[config.mk]
export PLATFORM = sky130hd
export DESIGN_NAME = nrzi_stuff_codec
export DESIGN_NICKNAME = d
export VERILOG_FILES = /design/src/rtl/nrzi_pkg.sv /design/src/rtl/stuff_insert.sv /design/src/rtl/nrzi_encode.sv /design/src/rtl/nrzi_decode.sv /design/src/rtl/stuff_remove.sv /design/src/rtl/nrzi_stuff_codec.sv
export SDC_FILE = /design/constraint.sdc
export NUM_CORES = 1
export LEC_CHECK = 0
export BUFFER_PORTS_ARGS = -buffer_cell sky130_fd_sc_hd__buf_2
export CORE_ASPECT_RATIO = 1.1
export CORE_MARGIN = 1.5
export CORE_UTILIZATION = 54
export CTS_BUF_LIST = sky130_fd_sc_hd__clkbuf_2 sky130_fd_sc_hd__clkbuf_4 sky130_fd_sc_hd__clkbuf_8
export DETAILED_ROUTE_END_ITERATION = 8
export MAX_ROUTING_LAYER = met4
export PLACE_DENSITY = 0.79
export SLEW_MARGIN = 20
export SYNTH_ARGS = -nofsm -noshare
export SYNTH_HDL_FRONTEND = slang
export SYNTH_HIERARCHICAL = 1
export SYNTH_SLANG_ARGS = --single-unit
[constraint.sdc]
create_clock -name clk -period 2.1 [get_ports clk]
set_input_delay 0.105 -clock clk [delete_from_list [all_inputs] [get_ports clk]]
set_output_delay 0.105 -clock clk [all_outputs]
set_load 0.02 [all_outputs]
[src/rtl/nrzi_pkg.sv]
package nrzi_pkg;

    // Length of the run of ones that forces an inserted zero.
    localparam int STUFF_RUN = 6;

    // Line level while nothing is being sent.
    localparam logic LINE_IDLE = 1'b1;

    // One bit handed from the stuffer to the level coder.
    typedef struct packed {
        logic vld;
        logic dat;
        logic lst;
    } line_bit_t;

    function automatic int run_cnt_w(input int run);
        return $clog2(run + 1);
    endfunction

endpackage

[src/rtl/stuff_insert.sv]
module stuff_insert
    import nrzi_pkg::*;
#(
    parameter int RUN_LEN = STUFF_RUN
) (
    input  logic      clk,
    input  logic      rst,
    input  logic      bit_en,
    input  logic      tx_valid,
    input  logic      tx_bit,
    input  logic      tx_last,
    output logic      tx_ready,
    output line_bit_t sbit
);
    localparam int CNT_W = run_cnt_w(RUN_LEN);
    localparam logic [CNT_W-1:0] RUN_C  = CNT_W'(RUN_LEN);
    localparam logic [CNT_W-1:0] NEAR_C = CNT_W'(RUN_LEN - 1);

    logic [CNT_W-1:0] ones_cnt;
    logic             stuff_is_last;
    logic             at_run;
    logic             take;
    logic             closes_run;

    assign at_run     = (ones_cnt == RUN_C);
    assign tx_ready   = !at_run;
    assign take       = bit_en && tx_valid && !at_run;
    assign closes_run = tx_bit && (ones_cnt == NEAR_C);

    always_comb begin
        sbit = '0;
        if (at_run) begin
            sbit.vld = 1'b1;
            sbit.dat = 1'b0;
            sbit.lst = stuff_is_last;
        end else if (tx_valid) begin
            sbit.vld = 1'b1;
            sbit.dat = tx_bit;
            sbit.lst = tx_last && !closes_run;
        end
    end

    always_ff @(posedge clk) begin
        if (rst) begin
            ones_cnt      <= '0;
            stuff_is_last <= 1'b0;
        end else if (bit_en) begin
            if (at_run) begin
                ones_cnt      <= '0;
                stuff_is_last <= 1'b0;
            end else if (take) begin
                if (tx_bit)
                    ones_cnt <= ones_cnt + 1'b1;
                else
                    ones_cnt <= '0;
                stuff_is_last <= tx_last && closes_run;
                if (tx_last && !closes_run)
                    ones_cnt <= '0;
            end
        end
    end

    AST_STUFF_IS_ZERO: assert property (@(posedge clk) disable iff (rst)
        bit_en && at_run |-> sbit.vld && !sbit.dat);

    AST_SIXTH_ONE_BLOCKS: assert property (@(posedge clk) disable iff (rst)
        take && closes_run |=> !tx_ready);

    AST_RUN_RESTARTS: assert property (@(posedge clk) disable iff (rst)
        bit_en && at_run |=> ones_cnt == '0);

endmodule

[src/rtl/nrzi_encode.sv]
module nrzi_encode
    import nrzi_pkg::*;
#(
    parameter logic IDLE_LVL = LINE_IDLE
) (
    input  logic      clk,
    input  logic      rst,
    input  logic      bit_en,
    input  line_bit_t sbit,
    output logic      tx_line,
    output logic      tx_line_valid,
    output logic      tx_line_last
);
    always_ff @(posedge clk) begin
        if (rst) begin
            tx_line       <= IDLE_LVL;
            tx_line_valid <= 1'b0;
            tx_line_last  <= 1'b0;
        end else begin
            tx_line_valid <= bit_en && sbit.vld;
            tx_line_last  <= bit_en && sbit.vld && sbit.lst;
            if (bit_en) begin
                if (!sbit.vld)
                    tx_line <= IDLE_LVL;
                else if (!sbit.dat)
                    tx_line <= !tx_line;
            end
        end
    end

    AST_ONE_KEEPS_LEVEL: assert property (@(posedge clk) disable iff (rst)
        bit_en && sbit.vld && sbit.dat |=> tx_line == $past(tx_line));

    AST_IDLE_LEVEL: assert property (@(posedge clk) disable iff (rst)
        bit_en && !sbit.vld |=> tx_line == IDLE_LVL);

    AST_GATED_QUIET: assert property (@(posedge clk) disable iff (rst)
        !bit_en |=> !tx_line_valid && $stable(tx_line));

    AST_LAST_WITH_VALID: assert property (@(posedge clk) disable iff (rst)
        tx_line_last |-> tx_line_valid);

endmodule

[src/rtl/nrzi_decode.sv]
module nrzi_decode
    import nrzi_pkg::*;
#(
    parameter logic IDLE_LVL = LINE_IDLE
) (
    input  logic clk,
    input  logic rst,
    input  logic bit_en,
    input  logic rx_line,
    input  logic rx_valid,
    output logic dec_bit
);
    logic ref_lvl;

    assign dec_bit = (rx_line == ref_lvl);

    always_ff @(posedge clk) begin
        if (rst)
            ref_lvl <= IDLE_LVL;
        else if (bit_en)
            ref_lvl <= rx_valid ? rx_line : IDLE_LVL;
    end

    AST_REF_IDLE: assert property (@(posedge clk) disable iff (rst)
        bit_en && !rx_valid |=> ref_lvl == IDLE_LVL);

endmodule

[src/rtl/stuff_remove.sv]
module stuff_remove
    import nrzi_pkg::*;
#(
    parameter int RUN_LEN = STUFF_RUN
) (
    input  logic clk,
    input  logic rst,
    input  logic bit_en,
    input  logic in_vld,
    input  logic in_bit,
    input  logic in_last,
    output logic rx_data,
    output logic rx_data_valid,
    output logic rx_end,
    output logic rx_err
);
    localparam int CNT_W = run_cnt_w(RUN_LEN);
    localparam logic [CNT_W-1:0] RUN_C = CNT_W'(RUN_LEN);

    logic [CNT_W-1:0] ones_cnt;
    logic             fresh;
    logic             at_run;
    logic             err_base;

    assign at_run   = (ones_cnt == RUN_C);
    assign err_base = fresh ? 1'b0 : rx_err;

    always_ff @(posedge clk) begin
        if (rst) begin
            ones_cnt      <= '0;
            fresh         <= 1'b1;
            rx_err        <= 1'b0;
            rx_data       <= 1'b0;
            rx_data_valid <= 1'b0;
            rx_end        <= 1'b0;
        end else begin
            rx_data_valid <= 1'b0;
            rx_end        <= 1'b0;
            if (bit_en && in_vld) begin
                fresh <= in_last;
                if (at_run) begin
                    ones_cnt <= '0;
                    rx_err   <= err_base | in_bit;
                end else begin
                    rx_err        <= err_base;
                    rx_data_valid <= 1'b1;
                    rx_data       <= in_bit;
                    ones_cnt      <= in_bit ? ones_cnt + 1'b1 : '0;
                end
                if (in_last) begin
                    ones_cnt <= '0;
                    rx_end   <= 1'b1;
                end
            end
        end
    end

    AST_DROP_STUFFED: assert property (@(posedge clk) disable iff (rst)
        bit_en && in_vld && at_run |=> !rx_data_valid);

    AST_FLAG_VIOLATION: assert property (@(posedge clk) disable iff (rst)
        bit_en && in_vld && at_run && in_bit |=> rx_err);

    AST_END_ON_LAST: assert property (@(posedge clk) disable iff (rst)
        bit_en && in_vld && in_last |=> rx_end);

endmodule

[src/rtl/nrzi_stuff_codec.sv]
module nrzi_stuff_codec
    import nrzi_pkg::*;
#(
    parameter int   RUN_LEN  = STUFF_RUN,
    parameter logic IDLE_LVL = LINE_IDLE
) (
    input  logic clk,
    input  logic rst,
    input  logic bit_en,
    input  logic tx_valid,
    input  logic tx_bit,
    input  logic tx_last,
    output logic tx_ready,
    output logic tx_line,
    output logic tx_line_valid,
    output logic tx_line_last,
    input  logic rx_line,
    input  logic rx_valid,
    input  logic rx_last,
    output logic rx_data,
    output logic rx_data_valid,
    output logic rx_end,
    output logic rx_err
);
    line_bit_t sbit;
    logic      dec_bit;

    stuff_insert #(.RUN_LEN(RUN_LEN)) u_stuff_insert (
        .clk      (clk),
        .rst      (rst),
        .bit_en   (bit_en),
        .tx_valid (tx_valid),
        .tx_bit   (tx_bit),
        .tx_last  (tx_last),
        .tx_ready (tx_ready),
        .sbit     (sbit)
    );

    nrzi_encode #(.IDLE_LVL(IDLE_LVL)) u_nrzi_encode (
        .clk           (clk),
        .rst           (rst),
        .bit_en        (bit_en),
        .sbit          (sbit),
        .tx_line       (tx_line),
        .tx_line_valid (tx_line_valid),
        .tx_line_last  (tx_line_last)
    );

    nrzi_decode #(.IDLE_LVL(IDLE_LVL)) u_nrzi_decode (
        .clk      (clk),
        .rst      (rst),
        .bit_en   (bit_en),
        .rx_line  (rx_line),
        .rx_valid (rx_valid),
        .dec_bit  (dec_bit)
    );

    stuff_remove #(.RUN_LEN(RUN_LEN)) u_stuff_remove (
        .clk           (clk),
        .rst           (rst),
        .bit_en        (bit_en),
        .in_vld        (rx_valid),
        .in_bit        (dec_bit),
        .in_last       (rx_last),
        .rx_data       (rx_data),
        .rx_data_valid (rx_data_valid),
        .rx_end        (rx_end),
        .rx_err        (rx_err)
    );

endmodule

-- After elaboration in Yosys (flattened, before gate mapping)
Cells that the tools add are included.
- output and inout bits: 8
- bits in read-only memories: 0
- input port bits: 9
- memories kept: 0
- memory bits (writable): 0
- latch bits: 0
- bits in registers: 16
- word-level logic and storage cells: 56
- add/sub/neg operators: 2
- equal/unequal tests: 5
- $lt $le $gt $ge: 0
- div/mod/pow operators: 0
- multiply operators: 0
- bitwise operators: 3
- reductions and logical operators: 16
- mux-type cells: 18
- shift operators: 0
- operators with widths (operator ; number):
    2-to-1 mux 3 bit ; 9
    equality test 3 bit, second input constant ; 3
    2-to-1 mux 1 bit ; 9
    logical AND 1 bit ; 8
    adder 3 x 1 -> 3 bit, second input constant ; 2
    AND reduction 2 bit ; 3
    zero test 1 bit ; 3
    inequality test 2 bit, second input constant ; 1
    NOT 1 bit ; 2
    nonzero test 2 bit ; 1
    OR reduction 2 bit ; 1
    equality test 1 bit ; 1
    OR 1 bit ; 1

-- Depth between registers and ports, before layout
- depth after elaboration: 8
- depth in mapped cells: 6
- mapped depth without buffers: 6

-- Hierarchy
The synthesis kept the hierarchy.
- modules (own cells, without submodules) (module ; sequential area each (µm²) ; cells each ; area each (µm²) ; times used):
    stuff_remove ; 160.2 ; 37 ; 346.6 ; 1
    stuff_insert ; 80.1 ; 35 ; 285.3 ; 1
    nrzi_encode ; 60.1 ; 10 ; 105.1 ; 1
    nrzi_decode ; 20.0 ; 5 ; 47.5 ; 1

-- Least setup slack after synthesis
Ideal clock, no wire load.
- path kind: register to register
- start point: reg u_stuff_insert.ones_cnt[0]
- end point: reg u_stuff_insert.stuff_is_last
- buffers on the path: 0
- setup slack: 0.590 ns
- arrival time: 1.440 ns
- data required time: 2.030 ns
- period minus slack after synthesis: 1.510 ns
- library setup time: 0.070 ns
- cell stages (with the launch flop): 6
- cell sequence: dfxtp_1 -> inv_1 -> ha_1 -> or2b_2 -> or4_1 -> a21oi_1
- word-level cells in the longest chain between the ends: 5
- elaborated cells between the ends (all ways): 10
- those cells by class: eq/ne: 2; mux: 2; reduce/logical: 6
- ends and longest elaborated chain (element ; line ; source):
    from (decl) ; stuff_insert.sv:19 ; logic [CNT_W-1:0] ones_cnt;
    from (signal assigned) ; stuff_insert.sv:53 ; ones_cnt <= ones_cnt + 1'b1;
    equality test 3 bit, on equally long branches ; stuff_insert.sv:28, stuff_insert.sv:25 ;
    logical AND 1 bit or zero test 1 bit (tied branches) ; stuff_insert.sv:28, stuff_insert.sv:27 ;
    logical AND 1 bit, on equally long branches ; stuff_insert.sv:56, stuff_insert.sv:27 ;
    2-to-1 mux 1 bit or nonzero test 2 bit (tied branches) ; -- ;
    2-to-1 mux 1 bit or AND reduction 2 bit (tied branches) ; -- ;
    to (signal assigned) ; stuff_insert.sv:56 ; stuff_is_last <= tx_last && closes_run;
    to (decl) ; stuff_insert.sv:20 ; logic stuff_is_last;
Several ways; a longest one is shown, not always the timed one. The select of a mux whose other input is x is not followed.
A chain may end at the register's enable or synchronous reset.

-- Worst setup path in the final report
Same ends and word-level chain as after synthesis.

==> results.md <==
- Run status: complete, no violations
- Vias per cell: 5.74
- CTS sink count: 16
- Commonest cells post-synth: dfxtp_1, inv_1, a21oi_1, ha_1, nand2_1
- Worst-margin pin slew: between 0.3 and 0.4 ns
- RSZ-0062 raised after global routing: false
- Final period utilization: 78.6%
- Initial Utilization: 57.4%
- Initial DRC Count: 12
- Share of cells above drive strength 1: 22.9%
- Worst endpoint data arrival time: 1.86 ns
- Port Buffers: 16
- Power share of the clock group: roughly 29%
- Hpwl dp: 1080 um
- Worst-Skew Late Latency: 0.27 ns
- DR DRC count: 0
- Vias: 694
- # H-tree levels: 1
- Net Count, Synth: 101
- Layout area overhead: 15.2%
- Root buffer cell: clkbuf_4
- Final Core Density: 66.1%
- Logic pwr share: 11.9%
- Cts hold-fix bufs: 0
- Vias in the first global route: 596
- Number of max-cap violations: 0
- Rows: 14
- PwrDens: 590 mW/mm2
- Diodes inserted: 0
- First-pass GRT wire length: between 2000 and 2500 um
- Drt total wl: approximately 1400 um
- Post-CTS setup-driven buffer insertion count: 0
- Rel. slew slack: about four fifths
- Setup TNS Final: 0 ns
- GPL Wtd Cong: 0.769
- Tmin final: 1.65 ns
- Largest net degree at the start of global routing: 20
- NetSw: approximately 130 uW
- Pre-Repair DR Iteration Count: 4
- Hold slack: around 0.11 ns
- Worst min path class: input pin to flop
- Die area: 0.00169 mm2
- Slew Viols, Final: 0
- CTS tree: yes
- Cell variety after synth: 33
- Maximum fanout along the worst path: 6
- Largest area contributor in the netlist: dfxtp_1
- Setup ws final: around 0.45 ns
- Pre-CTS setup slack: 0.470 ns
- Worst setup EP type: flop
- Core area: about 0.0014 mm2
- Fin cells: 121
- Synth top area cells: dfxtp_1, ha_1, a21oi_1, inv_1, or4_1
- CP Launch Type: flop
- Layout Nets: between 100 and 150
- Cell with the most instances after synthesis: dfxtp_1
- Clk slew on worst S/H paths: approximately 0.09 ns
- Sequential area share after synthesis: 40.8%
- Syn avg cell area: 9.02 um2
- Synth Cell Area: about 780 um2
- Setup violators final: 0
- Number of synthesized flops with an enable pin: 0
- VDD IR max: 0.336 mV
- Clock Skews: 0.000978 ns
- WS Path Type: flop to flop
- Achievable clock frequency: 0.606 GHz
- Total GRT Usage: 19.6%
- Num ports: 17
- Dpl cells: 118
- ANT nets after route: 0
- Share of power burned in registers: 59.2%
- CTS Buffer Depth: 2
- Final Hold Fails: 0
- Internal power: 404 uW
- Top_reg_cell synth: dfxtp_1
- Initial antenna violation count: 0
- Grt ovf: 0
- Share of the synthesized area in the top cell type: 40.8%
- Leakage: around 0.00037 uW
- Switching portion of total power: approximately 24%
- Post-CTS Resized: 0
- Post-synth ARST share: 0%
- Gate Count Post-Synth: just under 90
- TritonCTS buffer count: 3
- Die Span X: 39.3 um
- Data required, critical path: 2.31 ns
- Warnings, synthesis: 6
- Routed WL per cell: 11.9 um
- Synthesized flop and latch total: 16
- Die Ht: 43.0 um
power groups by stage:
stage | Sequential [uW] | Clock [uW] | Combinational [uW]
CTS | 315 | 160 | 63.7
global route | 317 | 174 | 70.1
detailed placement | 322 | 0 | 63.5
floorplan | 328 | 0 | 32.8
global placement | 322 | 0 | 63.0
finish | 315 | 154 | 63.5
cells in the final DEF, fill, tap and decap left out, drive strengths merged, types with 2 or more instances in the layout:
| cell type | n |
|---|---|
| o211ai | 2 |
| ha | 5 |
| clkbuf | 3 |
| inv | 8 |
| nand3 | 4 |
| and2 | 3 |
| buf | 16 |
| o31ai | 2 |
| or4 | 4 |
| a21oi | 6 |
| nand2 | 6 |
| a21boi | 3 |
| o21ai | 3 |
| nor2 | 3 |
| nor3 | 2 |
| nand2b | 3 |
| dfxtp | 16 |
| nor3b | 2 |
routing by layer:
layer / up-vias / track usage [%] / part of all wire [%]
met5: - / - / 0
met4: 0 / 6.21 / 0
met3: 0 / 4.71 / 3.2
met2: 12 / 32.3 / 48
met1: 325 / 22.8 / 49
li1: 357 / - / -
state kept, by name, summed over array words and instances (netlist names):
signal                        flops
u_stuff_remove/fresh              1
u_stuff_remove/rx_end             1
u_stuff_remove/rx_err             1
u_stuff_remove/rx_data            1
u_stuff_remove/rx_data_valid      1
u_stuff_insert/stuff_is_last      1
u_nrzi_encode/tx_line_last        1
u_stuff_remove/ones_cnt           3
u_stuff_insert/ones_cnt           3
u_nrzi_encode/tx_line             1
u_nrzi_encode/tx_line_valid       1
u_nrzi_decode/ref_lvl             1
worst max-delay path, cell delays in order (launching register included):
cell and delay [ns]:
dfxtp_1 0.41, inv_1 0.07, ha_1 0.25, or2b_2 0.29, or4_1 0.39, a21oi_1 0.17
through the flow:
stage	total power, uW	instance area (um2)
after floorplan	361	785
after global placement	385	881
after detailed placement	386	881
after CTS	539	903
after global routing	561	903
final	533	903
cells by family after synthesis:
| logic type | count (synthesis) | share of synthesized area [%] |
|---|---|---|
| AND/OR/NAND/NOR | 35 | 27.3 |
| XOR/XNOR | 1 | 1.12 |
| AO/OA/AOI/OAI | 21 | 18.5 |
| adder cells (fa/ha/maj) | 5 | 7.97 |
| flip-flops | 16 | 40.8 |
| buffers and inverters | 9 | 4.31 |
area by class of cell:
cell class / count / area [um2]
Fill cell: 122 / 463
Multi-Input combinational cell: 62 / 430
Sequential cell: 16 / 320
Timing Repair Buffer: 16 / 80.1
Inverter: 8 / 30.0
Clock buffer: 3 / 22.5
Tap cell: 16 / 20.0
final timing paths:
kind	depth (start not counted)	slack, ns	endpoint	startpoint
setup reg to reg	5	0.45	u_stuff_insert/stuff_is_last	u_stuff_insert/ones_cnt[0]
hold reg to reg	2	0.48	u_stuff_remove/rx_data	u_stuff_remove/rx_data
setup / recovery	5	0.45	u_stuff_insert/stuff_is_last	u_stuff_insert/ones_cnt[0]
hold / removal	3	0.11	u_nrzi_decode/ref_lvl	rx_line
Note: power is estimated with default switching activity, not from simulation.
